--- config.mk ---
export PLATFORM = sky130hd
export DESIGN_NAME = irq_regblock
export DESIGN_NICKNAME = d
export VERILOG_FILES = /design/src/rtl/irq_regblock_pkg.sv /design/src/rtl/irq_addr_dec.sv /design/src/rtl/irq_bit_slice.sv /design/src/rtl/irq_line_out.sv /design/src/rtl/irq_regblock.sv
export SDC_FILE = /design/constraint.sdc
export NUM_CORES = 1
export LEC_CHECK = 0
export BUFFER_PORTS_ARGS = -buffer_cell sky130_fd_sc_hd__buf_2
export CAP_MARGIN = 25
export CORE_MARGIN = 2
export CORE_UTILIZATION = 50
export CTS_BUF_LIST = sky130_fd_sc_hd__clkbuf_16
export CTS_CLUSTER_DIAMETER = 150
export DETAILED_ROUTE_END_ITERATION = 12
export PLACE_DENSITY = 0.9
export SLEW_MARGIN = 20
export SYNTH_ARGS = -nofsm -noshare
export SYNTH_HDL_FRONTEND = slang
export SYNTH_SLANG_ARGS = --single-unit
export TNS_END_PERCENT = 10
--- constraint.sdc ---
create_clock -name clk -period 10.29 [get_ports clk]
set_input_delay 3.087 -clock clk [delete_from_list [all_inputs] [get_ports clk]]
set_output_delay 3.087 -clock clk [all_outputs]
set_load 0.005 [all_outputs]
--- src/rtl/irq_regblock_pkg.sv ---
package irq_regblock_pkg;

  typedef enum logic [2:0] {
    SEL_NONE = 3'd0,
    SEL_PEND = 3'd1,
    SEL_CLR  = 3'd2,
    SEL_EN   = 3'd3,
    SEL_STAT = 3'd4
  } reg_sel_e;

endpackage

--- src/rtl/irq_addr_dec.sv ---
module irq_addr_dec
  import irq_regblock_pkg::*;
#(
  parameter int ADDR_W   = 8,
  parameter int OFS_PEND = 'h00,
  parameter int OFS_CLR  = 'h04,
  parameter int OFS_EN   = 'h08,
  parameter int OFS_STAT = 'h0C
) (
  input  logic [ADDR_W-1:0] addr,
  output reg_sel_e          sel
);

  localparam logic [ADDR_W-1:0] A_PEND = ADDR_W'(OFS_PEND);
  localparam logic [ADDR_W-1:0] A_CLR  = ADDR_W'(OFS_CLR);
  localparam logic [ADDR_W-1:0] A_EN   = ADDR_W'(OFS_EN);
  localparam logic [ADDR_W-1:0] A_STAT = ADDR_W'(OFS_STAT);

  always_comb begin
    sel = SEL_NONE;
    if (addr == A_PEND)      sel = SEL_PEND;
    else if (addr == A_CLR)  sel = SEL_CLR;
    else if (addr == A_EN)   sel = SEL_EN;
    else if (addr == A_STAT) sel = SEL_STAT;
  end

endmodule

--- src/rtl/irq_bit_slice.sv ---
module irq_bit_slice (
  input  logic clk,
  input  logic rst,
  input  logic pend_wr_bus,
  input  logic pend_wr_dbg,
  input  logic clr_wr_bus,
  input  logic en_wr_bus,
  input  logic en_wr_dbg,
  input  logic wd_bus,
  input  logic wd_dbg,
  input  logic raise,
  input  logic lower,
  output logic pend_q,
  output logic en_q,
  output logic pend_d,
  output logic en_d
);

  // pending bit: direct writes first, then drops, then a raise overrides all
  always_comb begin
    pend_d = pend_q;
    if (pend_wr_dbg)      pend_d = wd_dbg;
    else if (pend_wr_bus) pend_d = wd_bus;
    if (clr_wr_bus && wd_bus) pend_d = 1'b0;
    if (lower)                pend_d = 1'b0;
    if (raise)                pend_d = 1'b1;
  end

  always_comb begin
    en_d = en_q;
    if (en_wr_dbg)      en_d = wd_dbg;
    else if (en_wr_bus) en_d = wd_bus;
  end

  always_ff @(posedge clk) begin
    if (rst) begin
      pend_q <= 1'b0;
      en_q   <= 1'b0;
    end else begin
      pend_q <= pend_d;
      en_q   <= en_d;
    end
  end

endmodule

--- src/rtl/irq_line_out.sv ---
module irq_line_out #(
  parameter int DATA_W = 32
) (
  input  logic              clk,
  input  logic              rst,
  input  logic [DATA_W-1:0] pend_d,
  input  logic [DATA_W-1:0] en_d,
  input  logic              quiet,
  output logic              irq_q,
  output logic              chg_q
);

  logic lvl_d;

  assign lvl_d = |(pend_d & en_d);

  always_ff @(posedge clk) begin
    if (rst) begin
      irq_q <= 1'b0;
      chg_q <= 1'b0;
    end else begin
      irq_q <= lvl_d;
      chg_q <= (lvl_d != irq_q) && !quiet;
    end
  end

endmodule

--- src/rtl/irq_regblock.sv ---
module irq_regblock
  import irq_regblock_pkg::*;
#(
  parameter int DATA_W   = 32,
  parameter int ADDR_W   = 8,
  parameter int OFS_PEND = 'h00,
  parameter int OFS_CLR  = 'h04,
  parameter int OFS_EN   = 'h08,
  parameter int OFS_STAT = 'h0C
) (
  input  logic              clk,
  input  logic              rst,
  input  logic [ADDR_W-1:0] bus_addr,
  input  logic              bus_we,
  input  logic [DATA_W-1:0] bus_wdata,
  output logic [DATA_W-1:0] bus_rdata,
  input  logic [ADDR_W-1:0] dbg_addr,
  input  logic              dbg_we,
  input  logic [DATA_W-1:0] dbg_wdata,
  output logic [DATA_W-1:0] dbg_rdata,
  input  logic [DATA_W-1:0] hw_raise,
  input  logic [DATA_W-1:0] hw_lower,
  output logic              irq_out,
  output logic              irq_chg
);

  reg_sel_e bus_sel;
  reg_sel_e dbg_sel;

  logic [DATA_W-1:0] pend_q, en_q, pend_d, en_d;
  logic pend_wr_bus, clr_wr_bus, en_wr_bus;
  logic pend_wr_dbg, en_wr_dbg;

  irq_addr_dec #(
    .ADDR_W(ADDR_W), .OFS_PEND(OFS_PEND), .OFS_CLR(OFS_CLR),
    .OFS_EN(OFS_EN), .OFS_STAT(OFS_STAT)
  ) i_bus_dec (
    .addr(bus_addr),
    .sel (bus_sel)
  );

  irq_addr_dec #(
    .ADDR_W(ADDR_W), .OFS_PEND(OFS_PEND), .OFS_CLR(OFS_CLR),
    .OFS_EN(OFS_EN), .OFS_STAT(OFS_STAT)
  ) i_dbg_dec (
    .addr(dbg_addr),
    .sel (dbg_sel)
  );

  assign pend_wr_bus = bus_we && (bus_sel == SEL_PEND);
  assign clr_wr_bus  = bus_we && (bus_sel == SEL_CLR);
  assign en_wr_bus   = bus_we && (bus_sel == SEL_EN);
  assign pend_wr_dbg = dbg_we && (dbg_sel == SEL_PEND);
  assign en_wr_dbg   = dbg_we && (dbg_sel == SEL_EN);

  for (genvar b = 0; b < DATA_W; b++) begin : g_bit
    irq_bit_slice i_slice (
      .clk        (clk),
      .rst        (rst),
      .pend_wr_bus(pend_wr_bus),
      .pend_wr_dbg(pend_wr_dbg),
      .clr_wr_bus (clr_wr_bus),
      .en_wr_bus  (en_wr_bus),
      .en_wr_dbg  (en_wr_dbg),
      .wd_bus     (bus_wdata[b]),
      .wd_dbg     (dbg_wdata[b]),
      .raise      (hw_raise[b]),
      .lower      (hw_lower[b]),
      .pend_q     (pend_q[b]),
      .en_q       (en_q[b]),
      .pend_d     (pend_d[b]),
      .en_d       (en_d[b])
    );
  end

  irq_line_out #(.DATA_W(DATA_W)) i_line (
    .clk   (clk),
    .rst   (rst),
    .pend_d(pend_d),
    .en_d  (en_d),
    .quiet (pend_wr_dbg || en_wr_dbg),
    .irq_q (irq_out),
    .chg_q (irq_chg)
  );

  always_ff @(posedge clk) begin
    if (rst) begin
      bus_rdata <= '0;
    end else begin
      unique case (bus_sel)
        SEL_PEND: bus_rdata <= pend_q;
        SEL_EN:   bus_rdata <= en_q;
        SEL_STAT: bus_rdata <= pend_q & en_q;
        default:  bus_rdata <= '0;
      endcase
    end
  end

  always_ff @(posedge clk) begin
    if (rst) begin
      dbg_rdata <= '0;
    end else begin
      unique case (dbg_sel)
        SEL_PEND: dbg_rdata <= pend_q;
        SEL_EN:   dbg_rdata <= en_q;
        default:  dbg_rdata <= '0;
      endcase
    end
  end

endmodule

Yosys cells after proc, flatten, opt, wreduce, memory -nomap -nowiden
Index checks and enable logic that the tools add are counted.
Word-level totals
  register bits after elaboration: 130
Operators by class
  equal/unequal tests: 13
  muxes and demuxes: 234
  bitwise gates (word level): 2
  reductions and logical operators: 43
Operator list (number)
  $mux 1: 224
  $pmux 32 s3: 1
  $and 32x32->32: 2
  $pmux 32 s2: 1
  $logic_and 1x1->1: 38
  $eq 8x4->1 const B: 4
  $reduce_or 32->1: 1
  $mux 3: 8
  $eq 8x3->1 const B: 2
  $logic_not 8->1: 2
  $eq 3x2->1 const B: 3
  $eq 3x1->1 const B: 2
  $eq 3x3->1 const B: 1
  $logic_not 1->1: 1
  $logic_or 1x1->1: 1
  $ne 1x1->1: 1

Logic depth before layout (Yosys ltp)
Gate-level depths: netlist (run 1).
  depth in word-level cells: 16
  gate-level depth with buffers: 12
  gate-level depth less buffers: 8

Cells and area by module
A second synthesis (run 1) with hierarchy kept.
Unflattened totals
  cell total of the unflattened synthesis: 747
  area total of the unflattened synthesis: 6756.5 um^2
Modules (own cells, without submodules)
  irq_bit_slice: times used 32, cells an instance 14, area an instance 115.1 um^2, seq. area each 40.0 um^2
  irq_regblock: times used 1, cells an instance 259, area an instance 2742.6 um^2, seq. area each 1281.2 um^2
  irq_line_out: times used 1, cells an instance 28, area an instance 245.2 um^2, seq. area each 40.0 um^2
  irq_addr_dec: times used 2, cells an instance 6, area an instance 42.5 um^2, seq. area each 0.0 um^2

Least setup slack after synthesis (run 1)
Ideal clock, no wire load.
  path type: input to register
  start point: input bus_addr[1]
  end point: register i_line.chg_q
  arrival: 5.736 ns
  slack: 4.482 ns
  cell stages on the path: 10
  buffers on the path: 2
  path through: nor3b_1 -> and3_1 -> clkbuf_1 -> buf_2 -> mux2_1 -> a21oi_1 -> o22ai_1 -> or4_4 -> nor4_4 -> mux2i_1
On the way
  longest elaborated chain between the ends: 16
  elaborated cells between the ends (all ways): 274
  those cells by class: eq/ne: 7; mux: 228; bitwise: 1; reduce/logical: 38
Ends and longest elaborated chain
  start, declared: RTL line irq_regblock.sv:13  | input logic [ADDR_W-1:0] bus_addr,
  $eq 8x4->1: RTL line irq_addr_dec.sv:24  | else if (addr == A_STAT) sel = SEL_STAT;
  $mux 3: RTL line irq_addr_dec.sv:24
  $mux 3: RTL line irq_addr_dec.sv:23  | else if (addr == A_EN) sel = SEL_EN;
  $mux 3: RTL line irq_addr_dec.sv:22  | else if (addr == A_CLR) sel = SEL_CLR;
  $mux 3 (*): RTL line irq_addr_dec.sv:21  | if (addr == A_PEND) sel = SEL_PEND;
  $eq 3x1->1: RTL line irq_regblock.sv:50  | assign pend_wr_bus = bus_we && (bus_sel == SEL_PEND);
  $logic_and 1x1->1: RTL line irq_regblock.sv:50
  $mux 1: RTL line irq_bit_slice.sv:23  | else if (pend_wr_bus) pend_d = wd_bus;
  $mux 1: RTL line irq_bit_slice.sv:22  | if (pend_wr_dbg) pend_d = wd_dbg;
  $mux 1: RTL line irq_bit_slice.sv:24  | if (clr_wr_bus && wd_bus) pend_d = 1'b0;
  $mux 1: RTL line irq_bit_slice.sv:25  | if (lower) pend_d = 1'b0;
  $mux 1: RTL line irq_bit_slice.sv:26  | if (raise) pend_d = 1'b1;
  $and 32x32->32 (*): RTL line irq_line_out.sv:15  | assign lvl_d = |(pend_d & en_d);
  $reduce_or 32->1 (*): RTL line irq_line_out.sv:15
  $ne 1x1->1 (*): RTL line irq_line_out.sv:23  | chg_q <= (lvl_d != irq_q) && !quiet;
  $logic_and 1x1->1 (*): RTL line irq_line_out.sv:23
  end signal, assigned: RTL line irq_line_out.sv:23
  end, declared: RTL line irq_line_out.sv:10  | output logic chg_q
Mark *: on every way between the ends. The rest lies on a longest branch, timed or not.
A chain may end at the register's enable or synchronous reset.

Worst setup path in the final report (run 1)
  start point: input bus_addr[3]
  end point: register i_line.chg_q
The elaborated chain is that of the path after synthesis.

==> results of run 1 <==
==> cell families (layout without fill, tap and decap cells) <==
family / Yosys count / in the layout / synth area share, %
and+or+nand+nor: 260 / 260 / 20.2
AOI/OAI and AO/OA: 241 / 241 / 28.3
DFF: 130 / 130 / 41.8
buffers and inverters: 96 / 290 / 6.48
muxes: 18 / 18 / 3.23
==> layout make-up <==
cell class	instances	area [um2]
fill	1061	4250
sequential	130	2600
multi-input combinational	519	3250
timing repair buffer	224	1150
clock inverter	15	88.8
tap	168	210
inverter	34	128
clock buffer	17	425
==> registers in the layout, indices dropped and copies added (netlist names) <==
| register | count |
|---|---|
| bus_rdata | 32 |
| g_bit.i_slice.pend_q | 32 |
| dbg_rdata | 32 |
| i_line.chg_q | 1 |
| i_line.irq_q | 1 |
| g_bit.i_slice.en_q | 32 |
==> layer usage <==
layer,track usage (%),up-vias,share of wire (%)
li1,-,3042,-
met2,50.6,497,46
met3,9.26,80,11
met5,0,-,0
met1,39.2,3086,39
met4,15.8,0,4.1
==> power groups by stage <==
stage               clock network (W)  registers (W)   logic, W
floorplan                           0       0.000530  0.0000506
global placement                    0       0.000533  0.0000971
detailed placement                  0       0.000533  0.0000985
CTS                          0.000536       0.000523  0.0000994
global route                 0.000559       0.000524   0.000109
finish                       0.000535       0.000523   0.000102
==> worst reg2reg max path: stages, from the launching register on <==
cell and delay (ns):
dfxtp_1 0.35, a221o_1 0.34, a21oi_1 0.26, o2bb2ai_1 0.13, or4_1 0.57, nor4_4 0.28
mux2i_1 0.20
==> through the flow <==
step           utilization (%)  hold slack (ns)
2_1_floorplan                -            0.462
3_3_place_gp              60.6            0.467
3_5_place_dp              60.6            0.472
4_1_cts                   64.9            0.480
5_1_grt                   64.9            0.509
6_report                  64.9            0.483
==> final timing paths <==
kind | start | endpoint | depth (start not counted)
setup / recovery | bus_addr[3] | i_line.chg_q | 10
setup reg to reg | g_bit[18].i_slice.pend_q | i_line.chg_q | 6
hold reg to reg | i_line.irq_q | i_line.chg_q | 2
hold / removal | i_line.irq_q | i_line.chg_q | 2
==> layout by cell type, fill, tap and decap left out, drive strengths merged, types with 29 or more instances in the layout <==
| master | synthesis | routed |
|---|---|---|
| a21oi | 75 | 75 |
| a221o | 29 | 29 |
| a22oi | 36 | 36 |
| and2 | 29 | 29 |
| buf | 16 | 224 |
| dfxtp | 130 | 130 |
| inv | 34 | 41 |
| nand2 | 72 | 72 |
| nor2 | 102 | 102 |
| nor2b | 32 | 32 |
| o211ai | 31 | 31 |
==> summary.md, run 1 <==
| Metric | Value |
|---|---|
| Crit end category | `flop` |
| Switching share of power | `24.2%` |
| Data arrival, critical path | `7.07 ns` |
| Top_reg_cell synth | `dfxtp_1` |
| Placed instance count | `1,075` |
| Count leader, synth | `dfxtp_1` |
| Io pins | `214` |
| Tightest Pin Transition | `0.942 ns` |
| Htree depth | `4` |
| Async SR Flop Fraction | `0%` |
| Crit Path Max Fanout | `65` |
| Largest net degree at the start of global routing | `90` |
| Antenna-violating nets left | `0` |
| Synth area leader | `dfxtp_1` |
| Diode count | `0` |
| GRT overflow | `0` |
| Tcrit/Tclk final | `65.2%` |
| Detailed router's first-iteration violation count | `660` |
| Setup TNS | `0 ns` |
| Max cap viols | `0` |
| Syn avg cell area | `8.37 um2` |
| Yosys cell types | `47` |
| Wire per inst | `19.2 um` |
| Finished Cell Area | `7860 um2` |
| Synth area leaders | `dfxtp_1 42%, nor2_1 6.1%, a21oi_1 5.7%, a221o_1 4.7%, a22oi_1 4.3%` |
| Worst setup SP type | `primary input` |
| Routed WL | `21,200 um` |
| Max Slew Vio Count | `0` |
| Synth warnings | `0` |
| Final Critical Period | `6.71 ns` |
| Cell family with the largest share of critical-path delay | `simple AND/OR/NAND/NOR gates` |
| Post_cts resized | `0` |
| Starting Density | `51.5%` |
| Register bit total from synthesis | `130` |
| Root Driver | `clkbuf_16` |
| Synthesized Nets | `893` |
| EDFF count, synth | `0` |
| Final nets | `1,074` |
| Hold buffer count at CTS | `0` |
| Comb pwr share | `8.8%` |
| Internal power | `0.000880 W` |
| Power per cell area | `148 nW/um2` |
| GRT Util Overall | `31.7%` |
| Endpoints failing setup | `0` |
| Critical path's largest stage delay | `0.76 ns` |
| Die Y | `116 um` |
| Initial antenna violation count | `0` |
| Fin. Hold Viols | `0` |
| Vias in the first global route | `6,392` |
| Pre-CTS setup slack | `3.21 ns` |
| Fin Clk Skew | `0.00826 ns` |
| Lkg Pwr | `3.47 nW` |
| First-pass GRT wire length | `32,600 um` |
| Worst Setup Path Type | `primary input to flop` |
| Post-synthesis sequential area ratio | `41.8%` |
| Switch Pwr | `0.000280 W` |
| Dpl hpwl | `13,800 um` |
| Via count | `6,705` |
| Routability Congestion | `0.905` |
| Vias per cell | `6.06` |
| Postcts setup bufs | `0` |
| Syn Inst Count | `745` |
| Die width | `116 um` |
| TritonRoute pass-1 iters | `7` |
| Slowest-stage cell, CP | `nand3_2` |
| Area Overhead vs Synth | `26.1%` |
| Number of buffers created by CTS | `17` |
| Die area | `13,400 um2` |
| Hold Crit Class | `flop to flop` |
| Total Power | `0.00116 W` |
| Final setup margin | `3.58 ns` |
| Peak supply drop | `0.102 mV` |
| Sequential Power Share | `45.1%` |
| Post-synth top cells | `130 x dfxtp_1, 102 x nor2_1, 72 x nand2_1, 71 x a21oi_1, 46 x clkbuf_1` |
| Cell Chain, Critical Path | `buf_2 > nor2_4 > buf_4 > nand3_2 > a221o_1 > a21oi_2 > a2bb2o_4 > or4_4 > nor4_4 > mux2i_1` |
| Status | `completed` |
| RSZ-0062 raised after global routing | `no` |
| DP Area | `7340 um2` |
| Required @ worst endpoint | `10.65 ns` |
| Clock buffer depth | `2` |
| Synth top area share | `41.8%` |
| Layout cells sized above 1 | `31.1%` |
| Clock sinks | `130` |
| Clk slew on worst S/H paths | `0.06 ns` |
| Final std cells w/o fill | `1,107` |
| Slew HR | `37.2%` |
| Clk network pwr share | `46.2%` |
| Std-Cell Rows | `40` |
| Clock latency on the worst-skew pair | `0.42 ns` |
| Highest Clock Rate | `149 MHz` |
| CTS tree | `built` |
| Count of buffer and inverter cells on the critical path | `2` |
| Total core area | `12,100 um2` |
| Mapped cell area | `6230 um2` |
| Drt drc | `0` |
| Reg2Reg Setup Slack | `8.09 ns` |
| IO buf count | `213` |
No activity file was read; power rests on OpenSTA's default activity.
==> inputs of run 2 (changes only) <==
--- a/config.mk
+++ b/config.mk
@@ -5,6 +5,7 @@
 export SDC_FILE = /design/constraint.sdc
 export NUM_CORES = 1
 export LEC_CHECK = 0
+export ABC_AREA = 1
 export BUFFER_PORTS_ARGS = -buffer_cell sky130_fd_sc_hd__buf_2
 export CAP_MARGIN = 25
 export CORE_MARGIN = 2
@@ -12,7 +13,7 @@
 export CTS_BUF_LIST = sky130_fd_sc_hd__clkbuf_16
 export CTS_CLUSTER_DIAMETER = 150
 export DETAILED_ROUTE_END_ITERATION = 12
-export PLACE_DENSITY = 0.9
+export PLACE_DENSITY = 0.88
 export SLEW_MARGIN = 20
 export SYNTH_ARGS = -nofsm -noshare
 export SYNTH_HDL_FRONTEND = slang
==> constraint.sdc (replaced) <==
create_clock -name clk -period 6.6 [get_ports clk]
set_input_delay 1.98 -clock clk [delete_from_list [all_inputs] [get_ports clk]]
set_output_delay 1.98 -clock clk [all_outputs]
set_load 0.005 [all_outputs]
==> run 2 against run 1 <==
Effect of this change:
- critical path depth rose by 5
- utilization fell by 1.6 points
- sequential power rose by 56%
- clock-buffer cell count did not move
- first-iteration DRC count rose by 76%
- die area rose by 12%
- combinational power rose by 55%
==> summary.md, run 2 <==
| Metric | Value |
|---|---|
| Hold_ws | `0.479 ns` |
| FF-to-FF path depth | `12` |
| IO buf count | `213` |
| Slew HR | `27.9%` |
| Sequential Power Share | `41.5%` |
| Hold Crit Class | `flop to flop` |
| Postcts setup bufs | `0` |
| Layout cells sized above 1 | `19.6%` |
| Routed WL | `23,500 um` |
| Highest Clock Rate | `213 MHz` |
| GRT Util Overall | `30.8%` |
| TritonRoute pass-1 iters | `6` |
| Via count | `8,325` |
| Diode count | `0` |
| Final nets | `1,498` |
| Post-synthesis sequential area ratio | `37.0%` |
| Total core area | `13,800 um2` |
| Worst Setup Path Type | `primary input to flop` |
| Synth top area share | `37.0%` |
| Synth area leader | `dfxtp_1` |
| Yosys cell types | `24` |
| Die width | `123 um` |
| Max Slew Vio Count | `0` |
| Clk network pwr share | `50.5%` |
| Vias per cell | `5.40` |
| Die area | `15,000 um2` |
| Util after Layout | `63.3%` |
| Power per cell area | `224 nW/um2` |
| Starting Density | `50.9%` |
| Final Critical Period | `4.70 ns` |
| Lkg Pwr | `4.60 nW` |
| Synth area leaders | `dfxtp_1 37%, nand2_1 18%, nand3_1 9.2%, inv_1 8.9%, a21oi_1 8.8%` |
| Required @ worst endpoint | `6.95 ns` |
| Reg2Reg Setup Slack | `5.07 ns` |
| Htree depth | `4` |
| Area Overhead vs Synth | `24.3%` |
| Largest net degree at the start of global routing | `98` |
| Endpoints failing setup | `0` |
| Setup TNS | `0 ns` |
| Clock sinks | `130` |
| RSZ-0062 raised after global routing | `no` |
| Worst setup path end | `i_line.chg_q` |
| Io pins | `214` |
| Hold buffer count at CTS | `0` |
| Std-Cell Rows | `43` |
| Crit Path Max Fanout | `32` |
| Crit end category | `flop` |
| Syn Inst Count | `1,169` |
| Clk slew on worst S/H paths | `0.06 ns` |
| Synthesized Nets | `1,317` |
| Dpl hpwl | `15,300 um` |
| Pre-CTS setup slack | `1.67 ns` |
| Clock buffer depth | `2` |
| Switch Pwr | `0.000474 W` |
| Data arrival, critical path | `5.05 ns` |
| Worst setup SP type | `primary input` |
| Reg-to-reg critical path endpoint | `i_line.chg_q` |
| Hold-critical path depth | `2` |
| Fin Clk Skew | `0.00687 ns` |
| Comb pwr share | `8.1%` |
| Register bit total from synthesis | `130` |
| Number of buffers created by CTS | `17` |
| GRT overflow | `0` |
| Tcrit/Tclk final | `71.2%` |
| Async SR Flop Fraction | `0%` |
| First-pass GRT wire length | `36,100 um` |
| Count leader, synth | `nand2_1` |
| Total Power | `0.00196 W` |
| Post-synth top cells | `330 x nand2_1, 166 x inv_1, 139 x nor2_1, 130 x dfxtp_1, 130 x nand3_1` |
| Vias in the first global route | `7,432` |
| Routability Congestion | `0.905` |
| Internal power | `0.00149 W` |
| Die Y | `123 um` |
| Fin. Hold Viols | `0` |
| Reg2reg start | `g_bit[17].i_slice.en_q` |
| Min-delay src | `g_bit[1].i_slice.pend_q` |
| Worst Setup SP | `bus_addr[7]` |
| Peak supply drop | `0.189 mV` |
| Root Driver | `clkbuf_16` |
| Post_cts resized | `0` |
| Switching share of power | `24.1%` |
| Drt drc | `0` |
| Commonest cells after routing, fill and taps aside | `329 x nand2_1, 212 x buf_2, 167 x inv_1` |
| Antenna-violating nets left | `0` |
| EDFF count, synth | `0` |
| Status | `completed` |
| Final setup margin | `1.90 ns` |
| Clock latency on the worst-skew pair | `0.42 ns` |
| Tightest Pin Transition | `1.08 ns` |
| Detailed router's first-iteration violation count | `1,160` |
| Synth warnings | `0` |
| Syn avg cell area | `6.02 um2` |
| CTS tree | `built` |
| Wire per inst | `15.2 um` |
| Initial antenna violation count | `0` |
| Max cap viols | `0` |
| Most common cell after layout, fill and taps aside | `nand2_1` |
| Mapped cell area | `7040 um2` |
| Top_reg_cell synth | `dfxtp_1` |
[run 2: changes by cell type in the layout (fill, tap and decap cells not counted), sizes merged, moves of 36 or more]
| cell | before | now |
|---|---|---|
| a21oi | 75 | 124 |
| a22oi | 36 | 0 |
| inv | 41 | 170 |
| nand2 | 72 | 330 |
| nand3 | 3 | 132 |
| nor2 | 102 | 143 |
| o21ai | 0 | 64 |
[run 2: area by class of cell]
class,count,area (um2)
inverters,171,642
well taps,180,225
multi-input cells,805,3500
clock inverters,15,191
clock buffers,17,425
repair buffers,225,1160
flip-flops and latches,130,2600
fillers,1240,5080
[run 2: metrics by stage]
step           std cells  instance area (um2)
2_1_floorplan       1169                 7040
3_3_place_gp        1511                 8130
3_5_place_dp        1511                 8130
4_1_cts             1543                 8750
5_1_grt             1543                 8750
6_report            1543                 8750
[run 2: kinds of logic after synthesis]
group                  Yosys count  synth area share, %
and+or+nand+nor                613                 35.8
buffers and inverters          234                 13.4
AOI/OAI and AO/OA              192                 13.8
DFF                            130                 37.0
[run 2: power by group through the flow]
| stage | clock (W) | sequential [W] | combinational [W] |
|---|---|---|---|
| final | 0.000991 | 0.000814 | 0.000158 |
| after global routing | 0.00103 | 0.000816 | 0.000174 |
| after CTS | 0.000989 | 0.000813 | 0.000154 |
| after detailed placement | 0 | 0.000830 | 0.000153 |
| after global placement | 0 | 0.000830 | 0.000152 |
| after floorplan | 0 | 0.000827 | 0.0000759 |
[run 2: worst min-delay path by stage]
| stage | to | slack [ns] |
|---|---|---|
| after floorplan | bus_rdata[13] | 0.45 |
| after global placement | dbg_rdata[31] | 0.47 |
| after global routing | dbg_rdata[7] | 0.51 |
| after detailed placement | bus_rdata[1] | 0.47 |
| after CTS | bus_rdata[1] | 0.48 |
| final | bus_rdata[1] | 0.48 |
[run 2: layer usage]
layer,track usage [%],part of all wire (%)
met5,0,0
met3,7.06,12
met4,14.9,3.6
met2,49.1,45
met1,39.2,39
[run 2: critical path: stages]
cell and delay, ns:
buf_2 0.09, nor2_1 0.09, nand2_1 0.15, inv_2 0.54, nand3_2 0.63, buf_4 0.44, o21ai_0 0.23, a21oi_1 0.14
nand2_1 0.12, nand2_1 0.07, nor2_1 0.10, nand2_1 0.09, nor2_2 0.15, nand3_1 0.08, a21oi_1 0.15
